**src/rtl/rtc_sec_pkg.sv**
```systemverilog
package rtc_sec_pkg;
   typedef enum logic [2:0] {
      IDX_NOW   = 3'd0,
      IDX_MATCH = 3'd1,
      IDX_LOAD  = 3'd2,
      IDX_CTRL  = 3'd3,
      IDX_GSTAT = 3'd4,
      IDX_RSTAT = 3'd5,
      IDX_ACK   = 3'd6,
      IDX_VER   = 3'd7
   } reg_idx_e;

   // control layout, bit 3 down to bit 0
   typedef struct packed {
      logic wrap;
      logic run;
      logic mask;
      logic ie;
   } ctrl_t;

   localparam int unsigned CTRL_W = $bits(ctrl_t);
endpackage

```
**src/rtl/rtc_sec_tick.sv**
```systemverilog
module rtc_sec_tick #(
   parameter int unsigned TICK_DIV = 32768
) (
   input  logic clk,
   input  logic rst_n,
   input  logic run_i,
   output logic tick_o
);
   generate
      if (TICK_DIV < 1) begin : g_bad_div
         $error("rtc_sec_tick: TICK_DIV must be at least 1");
      end

      if (TICK_DIV == 1) begin : g_pass
         assign tick_o = run_i;
      end else begin : g_div
         localparam int unsigned DW = $clog2(TICK_DIV);
         localparam logic [DW-1:0] LAST = DW'(TICK_DIV - 1);
         logic [DW-1:0] div_q;

         always_ff @(posedge clk or negedge rst_n) begin
            if (!rst_n)              div_q <= '0;
            else if (!run_i)         div_q <= '0;
            else if (div_q == LAST)  div_q <= '0;
            else                     div_q <= div_q + 1'b1;
         end

         assign tick_o = run_i && (div_q == LAST);


         tick_gap_chk: assert property (@(posedge clk) disable iff (!rst_n)
            tick_o |=> !tick_o);
      end
   endgenerate
endmodule

```
**src/rtl/rtc_sec_core.sv**
```systemverilog
module rtc_sec_core #(
   parameter int unsigned CNT_W = 32
) (
   input  logic             clk,
   input  logic             rst_n,
   input  logic             tick_i,
   input  logic             wrap_en_i,
   input  logic             load_wr_i,
   input  logic [CNT_W-1:0] load_val_i,
   input  logic [CNT_W-1:0] match_i,
   input  logic             ack_i,
   output logic [CNT_W-1:0] cnt_o,
   output logic [CNT_W-1:0] load_o,
   output logic             raw_o
);
   logic [CNT_W-1:0] cnt_q;
   logic [CNT_W-1:0] load_q;
   logic             pend_q;
   logic             raw_q;
   logic             hit;

   assign hit = tick_i && (cnt_q == match_i);

   always_ff @(posedge clk or negedge rst_n) begin
      if (!rst_n) begin
         cnt_q  <= '0;
         load_q <= '0;
         pend_q <= 1'b0;
      end else begin
         if (tick_i) begin
            if (pend_q)                 cnt_q <= load_q;
            else if (hit && wrap_en_i)  cnt_q <= '0;
            else                        cnt_q <= cnt_q + 1'b1;
            pend_q <= 1'b0;
         end
         // a new load on a tick edge stays pending for the next tick
         if (load_wr_i) begin
            load_q <= load_val_i;
            pend_q <= 1'b1;
         end
      end
   end

   always_ff @(posedge clk or negedge rst_n) begin
      if (!rst_n) begin
         raw_q <= 1'b0;
      end else begin
         if (ack_i) raw_q <= 1'b0;
         if (hit)   raw_q <= 1'b1;
      end
   end

   assign cnt_o  = cnt_q;
   assign load_o = load_q;
   assign raw_o  = raw_q;


   hold_no_tick_chk: assert property (@(posedge clk) disable iff (!rst_n)
      !tick_i |=> $stable(cnt_q));


   load_apply_chk: assert property (@(posedge clk) disable iff (!rst_n)
      (tick_i && pend_q) |=> (cnt_q == $past(load_q)));


   raw_on_tick_chk: assert property (@(posedge clk) disable iff (!rst_n)
      $rose(raw_q) |-> $past(tick_i));


   ack_clear_chk: assert property (@(posedge clk) disable iff (!rst_n)
      (ack_i && !tick_i) |=> !raw_q);


   wrap_zero_chk: assert property (@(posedge clk) disable iff (!rst_n)
      (tick_i && wrap_en_i && !pend_q && cnt_q == match_i) |=> (cnt_q == '0));
endmodule

```
**src/rtl/rtc_sec_regs.sv**
```systemverilog
module rtc_sec_regs
   import rtc_sec_pkg::*;
#(
   parameter int unsigned CNT_W   = 32,
   parameter int unsigned ADDR_W  = 8,
   parameter logic [31:0] VERSION = 32'h0000_0104
) (
   input  logic              clk,
   input  logic              rst_n,
   input  logic [ADDR_W-1:0] bus_addr,
   input  logic              bus_wr,
   input  logic [31:0]       bus_wdata,
   input  logic              bus_rd,
   output logic [31:0]       bus_rdata,
   input  logic [CNT_W-1:0]  cnt_i,
   input  logic [CNT_W-1:0]  load_i,
   input  logic              raw_i,
   input  logic              irq_i,
   output ctrl_t             ctrl_o,
   output logic [CNT_W-1:0]  match_o,
   output logic              load_wr_o,
   output logic              ack_o
);
   logic        in_map;
   reg_idx_e    idx;
   ctrl_t       ctrl_q;
   logic [CNT_W-1:0] match_q;
   logic [31:0] rd_mux;
   logic [31:0] rdata_q;

   assign in_map = (bus_addr[1:0] == 2'b00) && ((bus_addr >> 5) == '0);
   assign idx    = reg_idx_e'(bus_addr[4:2]);

   always_ff @(posedge clk or negedge rst_n) begin
      if (!rst_n) begin
         ctrl_q  <= '0;
         match_q <= '0;
      end else if (bus_wr && in_map) begin
         case (idx)
            IDX_MATCH: match_q <= bus_wdata[CNT_W-1:0];
            IDX_CTRL:  ctrl_q  <= ctrl_t'(bus_wdata[CTRL_W-1:0]);
            default:   ;
         endcase
      end
   end

   assign load_wr_o = bus_wr && in_map && (idx == IDX_LOAD);
   assign ack_o     = bus_rd && in_map && (idx == IDX_ACK);

   always_comb begin
      rd_mux = '0;
      if (in_map) begin
         case (idx)
            IDX_NOW:   rd_mux = 32'(cnt_i);
            IDX_MATCH: rd_mux = 32'(match_q);
            IDX_LOAD:  rd_mux = 32'(load_i);
            IDX_CTRL:  rd_mux = {{(32-CTRL_W){1'b0}}, ctrl_q};
            IDX_GSTAT: rd_mux = {31'd0, irq_i};
            IDX_RSTAT: rd_mux = {31'd0, raw_i};
            IDX_VER:   rd_mux = VERSION;
            default:   rd_mux = '0;
         endcase
      end
   end

   always_ff @(posedge clk or negedge rst_n) begin
      if (!rst_n)      rdata_q <= '0;
      else if (bus_rd) rdata_q <= rd_mux;
      else             rdata_q <= '0;
   end

   assign bus_rdata = rdata_q;
   assign ctrl_o    = ctrl_q;
   assign match_o   = match_q;


   unmapped_zero_chk: assert property (@(posedge clk) disable iff (!rst_n)
      (bus_rd && !in_map) |=> (bus_rdata == '0));


   version_read_chk: assert property (@(posedge clk) disable iff (!rst_n)
      (bus_rd && in_map && idx == IDX_VER) |=> (bus_rdata == VERSION));


   ro_write_chk: assert property (@(posedge clk) disable iff (!rst_n)
      (bus_wr && in_map && idx != IDX_MATCH && idx != IDX_CTRL) |=>
         ($stable(match_q) && $stable(ctrl_q)));
endmodule

```
**src/rtl/rtc_sec_counter.sv**
```systemverilog
module rtc_sec_counter
   import rtc_sec_pkg::*;
#(
   parameter int unsigned CNT_W    = 32,
   parameter int unsigned TICK_DIV = 32768,
   parameter int unsigned ADDR_W   = 8,
   parameter logic [31:0] VERSION  = 32'h0000_0104
) (
   input  logic              clk,
   input  logic              rst_n,
   input  logic [ADDR_W-1:0] bus_addr,
   input  logic              bus_wr,
   input  logic [31:0]       bus_wdata,
   input  logic              bus_rd,
   output logic [31:0]       bus_rdata,
   output logic              alarm_irq
);
   generate
      if (CNT_W < 1 || CNT_W > 32) begin : g_bad_cnt
         $error("rtc_sec_counter: CNT_W must be 1..32");
      end
      if (ADDR_W < 5) begin : g_bad_addr
         $error("rtc_sec_counter: ADDR_W must be at least 5");
      end
   endgenerate

   ctrl_t            ctrl;
   logic             tick;
   logic             raw;
   logic             load_wr;
   logic             ack;
   logic [CNT_W-1:0] cnt;
   logic [CNT_W-1:0] load_val;
   logic [CNT_W-1:0] match_val;

   rtc_sec_tick #(.TICK_DIV(TICK_DIV)) u_tick (
      .clk    (clk),
      .rst_n  (rst_n),
      .run_i  (ctrl.run),
      .tick_o (tick)
   );

   rtc_sec_core #(.CNT_W(CNT_W)) u_core (
      .clk        (clk),
      .rst_n      (rst_n),
      .tick_i     (tick),
      .wrap_en_i  (ctrl.wrap),
      .load_wr_i  (load_wr),
      .load_val_i (bus_wdata[CNT_W-1:0]),
      .match_i    (match_val),
      .ack_i      (ack),
      .cnt_o      (cnt),
      .load_o     (load_val),
      .raw_o      (raw)
   );

   rtc_sec_regs #(.CNT_W(CNT_W), .ADDR_W(ADDR_W), .VERSION(VERSION)) u_regs (
      .clk       (clk),
      .rst_n     (rst_n),
      .bus_addr  (bus_addr),
      .bus_wr    (bus_wr),
      .bus_wdata (bus_wdata),
      .bus_rd    (bus_rd),
      .bus_rdata (bus_rdata),
      .cnt_i     (cnt),
      .load_i    (load_val),
      .raw_i     (raw),
      .irq_i     (alarm_irq),
      .ctrl_o    (ctrl),
      .match_o   (match_val),
      .load_wr_o (load_wr),
      .ack_o     (ack)
   );

   assign alarm_irq = raw & ctrl.ie & ~ctrl.mask;


   frozen_when_stopped_chk: assert property (@(posedge clk) disable iff (!rst_n)
      !ctrl.run |=> $stable(cnt));
endmodule

```
**config.mk**
```make
export PLATFORM = sky130hd
export DESIGN_NAME = rtc_sec_counter
export DESIGN_NICKNAME = d
export VERILOG_FILES = /design/src/rtl/rtc_sec_pkg.sv /design/src/rtl/rtc_sec_tick.sv /design/src/rtl/rtc_sec_core.sv /design/src/rtl/rtc_sec_regs.sv /design/src/rtl/rtc_sec_counter.sv
export SDC_FILE = /design/constraint.sdc
export NUM_CORES = 1
export LEC_CHECK = 0
export BUFFER_PORTS_ARGS = -buffer_cell sky130_fd_sc_hd__clkbuf_2
export CORE_MARGIN = 4
export CORE_UTILIZATION = 58
export CTS_BUF_LIST = sky130_fd_sc_hd__clkbuf_4
export DETAILED_ROUTE_END_ITERATION = 6
export GPL_ROUTABILITY_DRIVEN = 0
export PLACE_DENSITY = 0.75
export REMOVE_ABC_BUFFERS = 1
export SLEW_MARGIN = 0
export SYNTH_ARGS = -nofsm -noshare
export SYNTH_HDL_FRONTEND = slang
export SYNTH_SLANG_ARGS = --single-unit
```
**constraint.sdc**
```tcl
create_clock -name clk -period 6.9 [get_ports clk]
set_input_delay 0.345 -clock clk [delete_from_list [all_inputs] [get_ports clk]]
set_output_delay 0.345 -clock clk [all_outputs]
set_load 0.05 [all_outputs]
```
Word-level counts from Yosys, hierarchy flattened
Cells that the tools add are included.

Bits in registers: 149. Input bits: 44. Output and inout port bits: 33.

$add $sub $neg: 2. Multiplexer cells: 11. Reduce and logical (&&, ||, !) cells: 15. Equality and inequality tests: 9. Bitwise logic cells: 3.

Operator list (number): 32-bit one-hot mux with 7 select lines (1); 32-bit 2-to-1 mux (4); 32-bit by 1-bit adder with 32-bit output, second input constant (1); 32-bit == test (1); 15-bit 2-to-1 mux (2); 15-bit by 1-bit adder with 15-bit output, second input constant (1); 15-bit == test, second input constant (1); 3-bit == test, second input constant (4); 1-bit logical AND (8); 8-bit logical NOT (1); 3-bit by 2-bit == test with 1-bit output, second input constant (2); 1-bit 2-to-1 mux (4); 2-bit AND reduction (2); 2-bit nonzero test (2); 3-bit by 1-bit == test with 1-bit output, second input constant (1); 3-bit logical NOT (1); 1-bit AND (2); 2-bit logical NOT (1); 1-bit NOT (1).

Depth between registers and ports, before layout
Word-level depth: 6. Gate-level depth with buffers: 10.

Cells and area by module
From an unflattened synthesis, not the netlist that was laid out.

Cell total of the unflattened synthesis: 707. Area total of the unflattened synthesis: 7857.5 µm².

Modules (own cells, without submodules): rtc_sec_core (sequential area each 1651.6 µm², cells each 374, instances 1, area each 3791.1 µm²); rtc_sec_regs (sequential area each 1701.6 µm², cells each 261, instances 1, area each 3313.2 µm²); rtc_sec_tick (sequential area each 375.4 µm², cells each 71, instances 1, area each 744.5 µm²); rtc_sec_counter (sequential area each 0.0 µm², cells each 1, instances 1, area each 8.8 µm²).

Worst setup path before layout
OpenSTA, ideal clock, no wires.

Path kind: register to register. From: register u_tick.g_div.div_q[0]. To: register u_core.cnt_q[30], in the netlist u_core.cnt_o[30]. Period minus slack after synthesis: 2680 ps. Setup slack: 4220 ps. Required time: 6776 ps. Setup time: 124 ps. Arrival: 2556 ps. Stages on the path, launching flop included: 11. Cell sequence: dfrtp_1 -> ha_1 -> nand3_2 -> or3_1 -> buf_6 -> or3_4 -> buf_6 -> o41ai_4 -> buf_6 -> a21oi_1 -> a211o_1.

Word-level cells in the longest chain between the ends: 6.

Ends and longest elaborated chain: start: declaration (line rtc_sec_tick.sv:19) `logic [DW-1:0] div_q;`; start signal: assignment (line rtc_sec_tick.sv:25) `else div_q <= div_q + 1'b1;`; 15-bit == test * (line rtc_sec_tick.sv:28) `assign tick_o = run_i && (div_q == LAST);`; 1-bit logical AND * (line rtc_sec_tick.sv:28); 1-bit logical AND (line rtc_sec_core.sv:22) `assign hit = tick_i && (cnt_q == match_i);`; 1-bit logical AND (line rtc_sec_core.sv:32) `else if (hit && wrap_en_i) cnt_q <= '0;`; 32-bit 2-to-1 mux (line rtc_sec_core.sv:32); 32-bit 2-to-1 mux (line rtc_sec_core.sv:31) `if (pend_q) cnt_q <= load_q;`; end signal: assignment (line rtc_sec_core.sv:31); end signal: assignment (line rtc_sec_core.sv:33) `else cnt_q <= cnt_q + 1'b1;`; end: declaration (line rtc_sec_core.sv:16) `logic [CNT_W-1:0] cnt_q;`.

Every way passes the cells marked *; elsewhere a longest branch is shown, timed or not. A chain may end at the register's enable or synchronous reset.

Worst setup path in the final report
From: register u_tick.g_div.div_q[0]. To: register u_core.cnt_q[4], in the netlist u_core.cnt_o[4].

The elaborated chain is that of the path after synthesis.

==> results_dict.tcl <==
set metrics [dict create \
    dp_hpwl_mm 12.42 \
    via_count 6068 \
    clock_latency_ns 0.58 \
    clock-root-buffer "clkbuf_4" \
    reg2reg_slack_ns 3.50 \
    syn_avg_cell_area_sq_um 10.42 \
    start_util 0.5952 \
    post-route-util 0.6771 \
    ys_top_cells_by_area "dfrtp_1 49%, mux2_2 9.8%, nor2_1 4.4%, xnor2_1 4.2%, mux2i_1 4.0%" \
    stdcell_area_sq_um 8615 \
    layout_setup_ws_ns 3.499 \
    tightest_slew_ns 1.026 \
    fin_tns_setup_ns 0 \
    syn2layout_area_growth_pct 13.76 \
    ir_worst_vdd_uv 146.8 \
    reg2reg_from "u_tick.g_div.div_q[0]" \
    layout_common_cells "149 x dfrtp_1, 89 x nor2_1, 75 x clkbuf_2" \
    portBuffers 76 \
    pwr_density_cell_nw_per_um2 193.4 \
    drt-total-wl_mm 18.72 \
    post-synth-top-area-cell "dfrtp_1" \
    antenna_found_initial 1 \
    globalRouteOverflowTotal 0 \
    grt_max_degree 77 \
    fin_crit_sh 0.4929 \
    grt_pass1_wl_mm 30.86 \
    clock_sinks 149 \
    worstSetupEndpointType "flop" \
    drive_gt1_frac 0.2364 \
    yosys_register_bits 149 \
    hold_path_end "u_regs.match_o[27]" \
    grt_pass1_vias 6150 \
    r2r-end "u_core.cnt_o[4]" \
    finalCriticalPeriod_ns 3.401 \
    die_width_um 122.3 \
    synth_top_flop_cell "dfrtp_1" \
    holdPathStages 2 \
    io_pins 77 \
    hold_ws_ns 0.02600 \
    maxSlewViolCount 0 \
    nets 859 \
    drtIter0Drc 510 \
    synth_cell_types 56 \
    worst_ep_arrival_time_ns 3.85 \
    path_max_fanout 36 \
    maxSlewHeadroom 0.3139 \
    cp-start-kind "flop" \
    yosysWarnings 0 \
    hold_path_startpoint "bus_wdata[27]" \
    numCtsBuffers 17 \
    clock_skew_ns 0.02754 \
    dr.pass1.iters 6 \
    syn_area_sq_um 7572 \
    rows 41 \
    synth_top_area_share 0.4924 \
    fin_cells 998 \
    fp.coreArea_sq_um 12720 \
    synthArstFlopShare 1.000 \
    track_usage 0.2653 \
    final_common_cell "dfrtp_1" \
    placed_area_sq_um 8048 \
    die_area_sq_um 14950 \
    leakage_nw 3.925 \
    pre_cts_ws_ns 3.564 \
    clock_path_buffers 2 \
    cts_tree "yes" \
    synth-edff-count 0 \
    rr_worst_depth 8 \
    dp.cells 940 \
    setup_viol 0 \
    power_mw 1.666 \
    ctsResizeCount 0 \
    critical_path_class "reg2reg" \
    synth-seq-area-share 0.4924 \
    cp.required_ns 7.35 \
    status "complete, no violations" \
    rsz0062_at_grt "no" \
    vias_per_cell 6.080 \
    fmax_mhz 294.0 \
    hp-class "in2reg" \
    syn_inst 727 \
    hold_viol_final 0 \
    htree_levels 4 \
    drcViolationCount 0 \
    ant_nets 0 \
    fp.dieH_um 122.3 \
    clk_pin_slew_ns 0.13 \
    maxCapViolCount 0 \
    wire_per_inst_um 18.75 \
]
repair_timing:
item                                   4_1_cts  5_1_grt
hold buffers                                25        1
buffers inserted                             0        0
endpoints found under the hold margin      112        1
Yosys cell counts (3+ instances only):
cell type	instances
o31a_1	4
a22oi_1	5
a32o_1	7
inv_1	22
o21ai_1	12
xnor2_1	36
nand3_1	29
nor2b_1	3
nor4_1	5
mux4_2	3
o22ai_1	8
nand2_1	35
xor2_1	7
nor3b_1	3
o31ai_1	3
dfrtp_1	149
clkbuf_1	29
buf_6	6
mux2_2	66
nor3_1	12
a21oi_1	47
or3_1	6
or4_1	8
nor2_1	89
a22o_1	11
and3_1	12
o41ai_1	3
o21ai_0	8
nand4_1	29
and2_1	3
mux2i_1	30
buf_1	7
power by group:
part	switching (mW)	internal [mW]	leakage (nW)
sequential	0.0234	0.894	2.06
clock	0.309	0.288	0.162
combinational	0.0859	0.0661	1.71
total	0.418	1.25	3.92
state kept, by name (all words and copies together), names as in the netlist:
| register | flops |
|---|---|
| u_core.pend_q | 1 |
| u_core.raw_o | 1 |
| u_regs.ctrl_o | 4 |
| u_core.load_o | 32 |
| u_tick.g_div.div_q | 15 |
| u_core.cnt_o | 32 |
| u_regs.bus_rdata | 32 |
| u_regs.match_o | 32 |
final cells by class:
class                           count  area [sq um]
Fill cell                        1020          4108
Clock inverter                     12         161.4
Sequential cell                   149          3729
Antenna cell                        1         2.502
Clock buffer                       19         142.6
Multi-Input combinational cell    512          3567
Tap cell                          172         215.2
Timing Repair Buffer              111         714.4
Inverter                           22         82.58
cell families after synthesis:
logic type	count (synthesis)	synth area share
mux	99	0.1467
simple gates	248	0.1647
flops	149	0.4924
compound gates	120	0.1041
fa+ha+maj	2	0.003304
xor+xnor	43	0.04974
buf+inv	66	0.03899
how the worst max path moves through the flow:
stage,start,end,slack [ns],cells past startpoint
global route,u_tick.g_div.div_q[0],u_core.cnt_o[4],3.28,8
detailed placement,u_tick.g_div.div_q[0],u_core.cnt_o[24],3.56,8
CTS,u_tick.g_div.div_q[0],u_core.cnt_o[4],3.53,8
floorplan,bus_addr[0],u_core.load_o[0],2.77,5
finish,u_tick.g_div.div_q[0],u_core.cnt_o[4],3.50,8
global placement,u_tick.g_div.div_q[0],u_core.cnt_o[4],3.65,8
critical path, stage by stage, from the launching register on:
cell     delay (ns)
dfrtp_1        0.42
ha_1           0.22
nand3_2        0.13
or3_1          0.51
or3_4          0.61
o41ai_4        0.65
buf_4          0.36
o21ai_1        0.10
a22o_1         0.27
metal layers:
metal	up-vias	track usage	wire length, um
met5	-	0	0
li1	2791	-	-
met1	2998	0.3515	8052
met3	38	0.06083	1252
met4	0	0.1036	445
met2	241	0.4273	8965
Note: power is estimated with default switching activity, not from simulation.
